$ cat config.mk
export PLATFORM = sky130hd
export DESIGN_NAME = cxrf_top
export DESIGN_NICKNAME = d
export VERILOG_FILES = /design/src/rtl/cxrf_pkg.sv /design/src/rtl/cxrf_ctrl.sv /design/src/rtl/cxrf_dp.sv /design/src/rtl/cxrf_top.sv
export SDC_FILE = /design/constraint.sdc
export NUM_CORES = 1
export LEC_CHECK = 0
export ABC_AREA = 1
export BUFFER_PORTS_ARGS = -buffer_cell sky130_fd_sc_hd__buf_2
export CAP_MARGIN = 20
export CORE_AREA = 2 2 266 268
export DETAILED_ROUTE_END_ITERATION = 16
export DIE_AREA = 0 0 268 270
export PLACE_DENSITY = 0.43
export RECOVER_POWER = 50
export SLEW_MARGIN = 15
export SYNTH_ARGS = -nofsm -noshare
export SYNTH_HDL_FRONTEND = slang
export SYNTH_HIERARCHICAL = 1
export SYNTH_SLANG_ARGS = --single-unit
$ cat constraint.sdc
create_clock -name clk -period 0.9 [get_ports clk]
set_clock_uncertainty 0.05 [all_clocks]
set_input_delay 0.045 -clock clk [delete_from_list [all_inputs] [get_ports clk]]
set_output_delay 0.045 -clock clk [all_outputs]
set_load 0.005 [all_outputs]
$ cat src/rtl/cxrf_pkg.sv
package cxrf_pkg;
  localparam int NUM_ENT  = 10;
  localparam int IDX_W    = 4;
  localparam int KEY_LO   = 2;
  localparam int CON_LO   = 6;
  localparam int GRP_N    = 4;
  localparam int KEY_HI   = KEY_LO + GRP_N - 1;
  localparam int CON_HI   = CON_LO + GRP_N - 1;
  localparam int WR_LIMIT = CON_LO;

  typedef struct packed {
    logic             wrWord;
    logic [IDX_W-1:0] wrIdx;
    logic             wrPair;
    logic             rotate;
  } cxrfStrobe_t;
endpackage

$ cat src/rtl/cxrf_ctrl.sv
module cxrf_ctrl
  import cxrf_pkg::*;
(
  input  logic                 clk,
  input  logic                 rstN,
  input  logic                 wrEn,
  input  logic [IDX_W-1:0]     wrAddr,
  input  logic                 pairEn,
  input  logic                 rotEn,
  output cxrfStrobe_t          strobe,
  output logic                 errFlag
);
  localparam logic [IDX_W-1:0] LIMIT_IDX = IDX_W'(WR_LIMIT);

  logic clash;
  logic inRange;

  always_comb begin
    clash         = wrEn && (pairEn || rotEn);
    inRange       = wrAddr < LIMIT_IDX;
    strobe.wrWord = wrEn && !clash && inRange;
    strobe.wrIdx  = wrAddr;
    strobe.wrPair = pairEn;
    strobe.rotate = rotEn;
  end

  always_ff @(posedge clk or negedge rstN) begin
    if (!rstN) errFlag <= 1'b0;
    else       errFlag <= clash;
  end
endmodule

$ cat src/rtl/cxrf_dp.sv
module cxrf_dp
  import cxrf_pkg::*;
#(
  parameter int                    WORD_W     = 32,
  parameter logic [4*WORD_W-1:0]   CONST_INIT = 128'h0123456789ABCDEFFEDCBA9876543210
)(
  input  logic                      clk,
  input  logic                      rstN,
  input  cxrfStrobe_t               strobe,
  input  logic [WORD_W-1:0]         wrData,
  input  logic [2*WORD_W-1:0]       pairData,
  input  logic [IDX_W-1:0]          rdAddr,
  output logic [NUM_ENT*WORD_W-1:0] entryFlat,
  output logic [WORD_W-1:0]         rdData
);
  localparam logic [IDX_W-1:0] ENT_LIMIT = IDX_W'(NUM_ENT);

  for (genvar k = 0; k < NUM_ENT; k++) begin : gEnt
    logic [WORD_W-1:0] q;
    logic              hit;
    assign hit = strobe.wrWord && (strobe.wrIdx == IDX_W'(k));
    assign entryFlat[k*WORD_W +: WORD_W] = q;

    if (k < KEY_LO) begin : gBlk
      always_ff @(posedge clk or negedge rstN) begin
        if (!rstN)              q <= '0;
        else if (strobe.wrPair) q <= pairData[(KEY_LO-1-k)*WORD_W +: WORD_W];
        else if (hit)           q <= wrData;
      end
    end else if (k <= KEY_HI) begin : gKey
      localparam int SRC = (k == KEY_HI) ? KEY_LO : k + 1;
      always_ff @(posedge clk or negedge rstN) begin
        if (!rstN)              q <= '0;
        else if (strobe.rotate) q <= entryFlat[SRC*WORD_W +: WORD_W];
        else if (hit)           q <= wrData;
      end
    end else begin : gCon
      localparam int SRC = (k == CON_HI) ? CON_LO : k + 1;
      always_ff @(posedge clk or negedge rstN) begin
        if (!rstN)              q <= CONST_INIT[(k-CON_LO)*WORD_W +: WORD_W];
        else if (strobe.rotate) q <= entryFlat[SRC*WORD_W +: WORD_W];
      end
    end
  end

  always_comb begin
    rdData = '0;
    if (rdAddr < ENT_LIMIT) rdData = entryFlat[int'(rdAddr)*WORD_W +: WORD_W];
  end
endmodule

$ cat src/rtl/cxrf_top.sv
module cxrf_top
  import cxrf_pkg::*;
#(
  parameter int                  WORD_W     = 32,
  parameter logic [4*WORD_W-1:0] CONST_INIT = 128'h0123456789ABCDEFFEDCBA9876543210
)(
  input  logic                      clk,
  input  logic                      rstN,
  input  logic                      wrEn,
  input  logic [IDX_W-1:0]          wrAddr,
  input  logic [WORD_W-1:0]         wrData,
  input  logic                      pairEn,
  input  logic [2*WORD_W-1:0]       pairData,
  input  logic                      rotEn,
  input  logic [IDX_W-1:0]          rdAddr,
  output logic [WORD_W-1:0]         rdData,
  output logic [NUM_ENT*WORD_W-1:0] entryFlat,
  output logic                      errFlag
);
  cxrfStrobe_t strobe;

  cxrf_ctrl u_ctrl (
    .clk(clk), .rstN(rstN), .wrEn(wrEn), .wrAddr(wrAddr),
    .pairEn(pairEn), .rotEn(rotEn), .strobe(strobe), .errFlag(errFlag)
  );

  cxrf_dp #(.WORD_W(WORD_W), .CONST_INIT(CONST_INIT)) u_dp (
    .clk(clk), .rstN(rstN), .strobe(strobe), .wrData(wrData),
    .pairData(pairData), .rdAddr(rdAddr), .entryFlat(entryFlat), .rdData(rdData)
  );
endmodule

; ---- Yosys cells after proc, flatten, opt, wreduce, memory -nomap -nowiden
; Cells that the tools add are included.
[classes]
order_cmp = 2
eq_ne = 5
n_shift = 1
n_mux = 13
reduce_logical = 18
[op_table]
columns = cell, count
row1 = $mux W32, 13
row2 = $shiftx A320 B10 Y32, 1
row3 = $reduce_bool A2 Y1, 6
row4 = $logic_and A1 B1 Y1, 9
row5 = $eq A4 B2 Y1 const B, 2
row6 = $eq A4 B3 Y1 const B, 2
row7 = $eq A4 B1 Y1 const B, 1
row8 = $logic_not A4 Y1, 1
row9 = $lt A4 B3 Y1 const B, 1
row10 = $lt A4 B4 Y1 const B, 1
row11 = $logic_not A1 Y1, 1
row12 = $logic_or A1 B1 Y1, 1
[totals]
register_bits = 321
inputBits = 109
out_inout_bits = 353
wordCells = 50

; ---- Logic depth before layout (Yosys ltp)
[logic_depth]
ltp_word = 8
mapped_depth = 10
mapped_depth_nobuf = 8

; ---- Modules after synthesis
; Netlist, hierarchy kept.
[by_module_without_submodules]
columns = mod, n_inst, cells_each, area_per_inst_um2
row1 = cxrf_dp, 1, 2360, 17179.0
row2 = cxrf_ctrl, 1, 15, 102.6

; ---- Worst setup path before layout
; OpenSTA, ideal clock, no wires.
[synth_timing]
path_type = input port to flip-flop
startpoint = input rotEn
endpoint = register u_dp.gEnt[1].q[17]
setup_time_ps = 126
arrival_time_ps = 1014
required_time_ps = 724
setup_slack_ps = -290
stages = 8
path_cell_list = nor2_2 nand2_1 nor2_1 clkbuf_2 nand3_2 nand2_4 buf_2 o21ai_0
[synth_rtl]
columns = item, line_no
row1 = from (decl), cxrf_top.sv:14  ; input logic rotEn,
row2 = to (signal assigned), cxrf_dp.sv:27  ; else if (strobe.wrPair) q <= pairData[(KEY_LO-1-k)*WORD_W +: WORD_W];
row3 = to (signal assigned), cxrf_dp.sv:28  ; else if (hit) q <= wrData;
row4 = to (decl), cxrf_dp.sv:19  ; logic [WORD_W-1:0] q;

; ---- Final worst setup path
[layout_timing]
startpoint = register u_dp.gEnt[4].q[30]
endpoint = output rdData[30]
[layout_via]
elab_chain_cells = 2
[layout_lines]
columns = item, line_no
row1 = from (decl), cxrf_dp.sv:19
row2 = from (signal assigned), cxrf_dp.sv:34  ; else if (strobe.rotate) q <= entryFlat[SRC*WORD_W +: WORD_W];
row3 = from (signal assigned), cxrf_dp.sv:35  ; else if (hit) q <= wrData;
row4 = $shiftx A320 B10 Y32, cxrf_dp.sv:48  ; if (rdAddr < ENT_LIMIT) rdData = entryFlat[int'(rdAddr)*WORD_W +: WORD_W];
row5 = $mux W32, cxrf_dp.sv:48
row6 = to (decl), cxrf_top.sv:16  ; output logic [WORD_W-1:0] rdData,
; Every way passes these cells.

==> run metrics <==
outcome=finished with violations; violated checks=negative setup slack; Die H=270 um; # DRC=0; clock share of power=31.7%; area leader, netlist=dfrtp_1; final core utilization=46.1%; Starting DRT DRC Count=1561; DR WL met2=37200 um; antenna violations before repair=0; ANT nets after route=0; Seq/Total Area, Yosys=46.9%; first-pass GRT wire length=127000 um; DP Worst Slack=-0.614 ns; mux cell area share after synthesis=0%; total CTS buffers=42; row cnt=97; Leak=15.8 nW; Hold WS=0.0585 ns; crit path cell chain=o211ai_1 > nand3_1 > nand2_1 > nand2_1 > buf_2; crit path time final=1.87 ns; worst vdd ir=1310 uV; Tcrit/Tclk final=208%; Area Overhead vs Synth=85.7%; Top Metal Used=met4; via count=20300; top_reg_cell synth=dfrtp_1; Clock transition at path regs=0.06 ns; Worst Setup Path Type=flip-flop to output port; Root Buffer=clkbuf_16; fraction of power consumed by sequential logic=31.7%; Max clock buf depth=3; H-tree levels=2; synth cell count leaders=857 x nand2_1, 304 x o21ai_0, 271 x inv_1; post-synthesis compound-gate area fraction=14.2%; RSZ-0062 raised after global routing=yes; # IOs=462; FF+latch count, synth=321; Synth Area in XOR/XNOR=0%; GPL Wtd Cong=0.878; critical path's top delay family=compound AO/OA/AOI/OAI gates; CP max stage cell=o211ai_1; Yosys top cell area share=37.2%; worst min-delay path class=primary input to flip-flop; CP bufs+invs=1; sw frac=31.2%; CTS tree=yes; Slew headroom=58.1%; Die X=268 um; clk_lat worst skew=0.57 ns; largest family of logic cells by synthesized area=simple AND/OR/NAND/NOR gates; top cells by area in the synthesized netlist=dfrtp_1 37%, nand2_1 19%, dfstp_2 9.7%; vias in the first global route=19700; Startpoint Class=flip-flop; critical path fanouts, max=2; combinational power share=36.6%; Global Route Usage Sum=23.2%; global route total overflow=0; Net count, final=3590; WL/cell=19.2 um; Synth Instances=2375; setup violators final=811; PwrDens=1790 mW/mm^2; Crit path largest cell delay=0.42 ns; clock sinks=321; met3 wire length=5810 um; layout cells sized above 1=45.4%; Syn Nets=2484; Simple-Gate Fraction of Synth Area=27.7%; yosys warns=6; Post-synth EDFFs=0; CP Data Required Time=0.81 ns; most frequent cell after synthesis=nand2_1; Final HPWL DP=63200 um; fin. max-slew vios=0; total core area=0.0695 sq mm; Setup crit end kind=output port; max cap viols=0; Arr. time, crit path=1.78 ns; Int Pwr=39.6 mW; antenna cells=0; Layout fillers=6785; NetSw=17.9 mW; final hold viol count=0; Max Fclk=534 MHz; vias per inst=4.56; initial core utilization=24.9%; largest net degree at the start of global routing=109; count of cell types in the netlist=23; Port Buf Inserts=461; Synth Cell Area=0.0173 sq mm; CP dominant cell by count=nand2_1; async set or reset register ratio after synthesis=100%; Total Routed Length=85700 um; Final WS setup=-0.974 ns; Metal-1 WL=40000 um; syn avg cell area=7.28 sq um; DRT Pass-1 Iters=6; Worst-Margin Slew=0.628 ns; post-synthesis adder-cell area fraction=0%; Die ar.=0.0724 sq mm
power groups by stage:
stage                     logic, mW  registers [mW]  clock network (mW)
final                          21.0            18.2                18.2
after detailed placement       14.7            18.1                   0
after global routing           22.7            18.4                19.4
after global placement         14.7            18.1                   0
after floorplan                4.84            18.6                   0
after CTS                      19.7            18.2                18.7
tightest hold or removal path: stages:
cell     delay (ns)
buf_8          0.08
buf_4          0.25
nor2_4         0.09
a21oi_2        0.10
o21ai_1        0.06
placed cells by master (no fill, tap or decap), drive strengths merged:
| cell | Yosys | routed |
|---|---|---|
| inv | 280 | 281 |
| nor2 | 50 | 50 |
| nand4 | 11 | 11 |
| dfstp | 64 | 64 |
| clkinvlp | 0 | 2 |
| dfrtp | 257 | 257 |
| clkbuf | 42 | 73 |
| nand2 | 859 | 859 |
| buf | 120 | 1112 |
| clkinv | 0 | 3 |
| nor3 | 1 | 1 |
| o211ai | 15 | 15 |
| bufinv | 0 | 4 |
| o21ai | 328 | 328 |
| dlygate4sd3 | 0 | 106 |
| a21oi | 139 | 139 |
| nand3 | 209 | 209 |
stage by stage:
stage / std cells / TNS [ns] / instance area, sq um / power [mW]
finish: 4454 / -188.09 / 32100 / 57.5
global route: 4454 / -253.70 / 32100 / 60.5
CTS: 4381 / -178.30 / 30800 / 56.6
detailed placement: 4123 / -150.05 / 24300 / 32.8
global placement: 4123 / -149.89 / 24300 / 32.7
floorplan: 2375 / -40.19 / 17600 / 23.4
state kept, by name (all words and copies together) (netlist names):
name	cells
u_ctrl/errFlag	1
u_dp/gEnt.q	320
final timing paths:
kind | start | end | slack [ns] | cells past startpoint
min in group asynchronous | rstN | u_dp/gEnt[7].q[8]$_DFFE_PN0P_ | 0.15 | 3
min | rotEn | u_dp/gEnt[2].q[4]$_DFFE_PN0P_ | 0.06 | 5
max reg2reg | u_dp/gEnt[4].q[19]$_DFFE_PN0P_ | u_dp/gEnt[3].q[19]$_DFFE_PN0P_ | -0.26 | 5
max | u_dp/gEnt[4].q[30]$_DFFE_PN0P_ | rdData[30] | -0.97 | 5
max in group asynchronous | rstN | u_dp/gEnt[8].q[28]$_DFFE_PN0P_ | -0.50 | 4
min reg2reg | u_dp/gEnt[7].q[25]$_DFFE_PN1P_ | u_dp/gEnt[7].q[25]$_DFFE_PN1P_ | 0.43 | 2
timing repair:
item	in CTS	in global routing
resized for setup	869	248
hold endpoints to repair	506	7
setup buffers	171	152
hold buffers	105	1
setup endpoints to repair	498	638
pin swaps	76	71
kinds of logic (layout without fill, tap and decap cells):
| kind of cell | count (synthesis) | count (layout) |
|---|---|---|
| and+or+nand+nor | 1130 | 1130 |
| buffers and inverters | 442 | 1581 |
| AOI/OAI and AO/OA | 482 | 482 |
| DFF | 321 | 321 |
area by class of cell:
type	count	area, sq um	share of cell area [%]
repair buffers	1224	11900	37.2
multi-input cells	1612	8330	26.0
flip-flops and latches	321	8110	25.3
clock buffers	67	1330	4.14
well taps	940	1180	3.67
inverters	280	1060	3.30
clock inverters	10	159	0.495
routing by layer:
layer / vias up / global-route usage, %
met5: - / 0
met4: 0 / 6.85
met3: 143 / 4.92
met2: 719 / 34.6
met1: 9671 / 33.3
li1: 9778 / -
(Power assumes the default switching activity.)
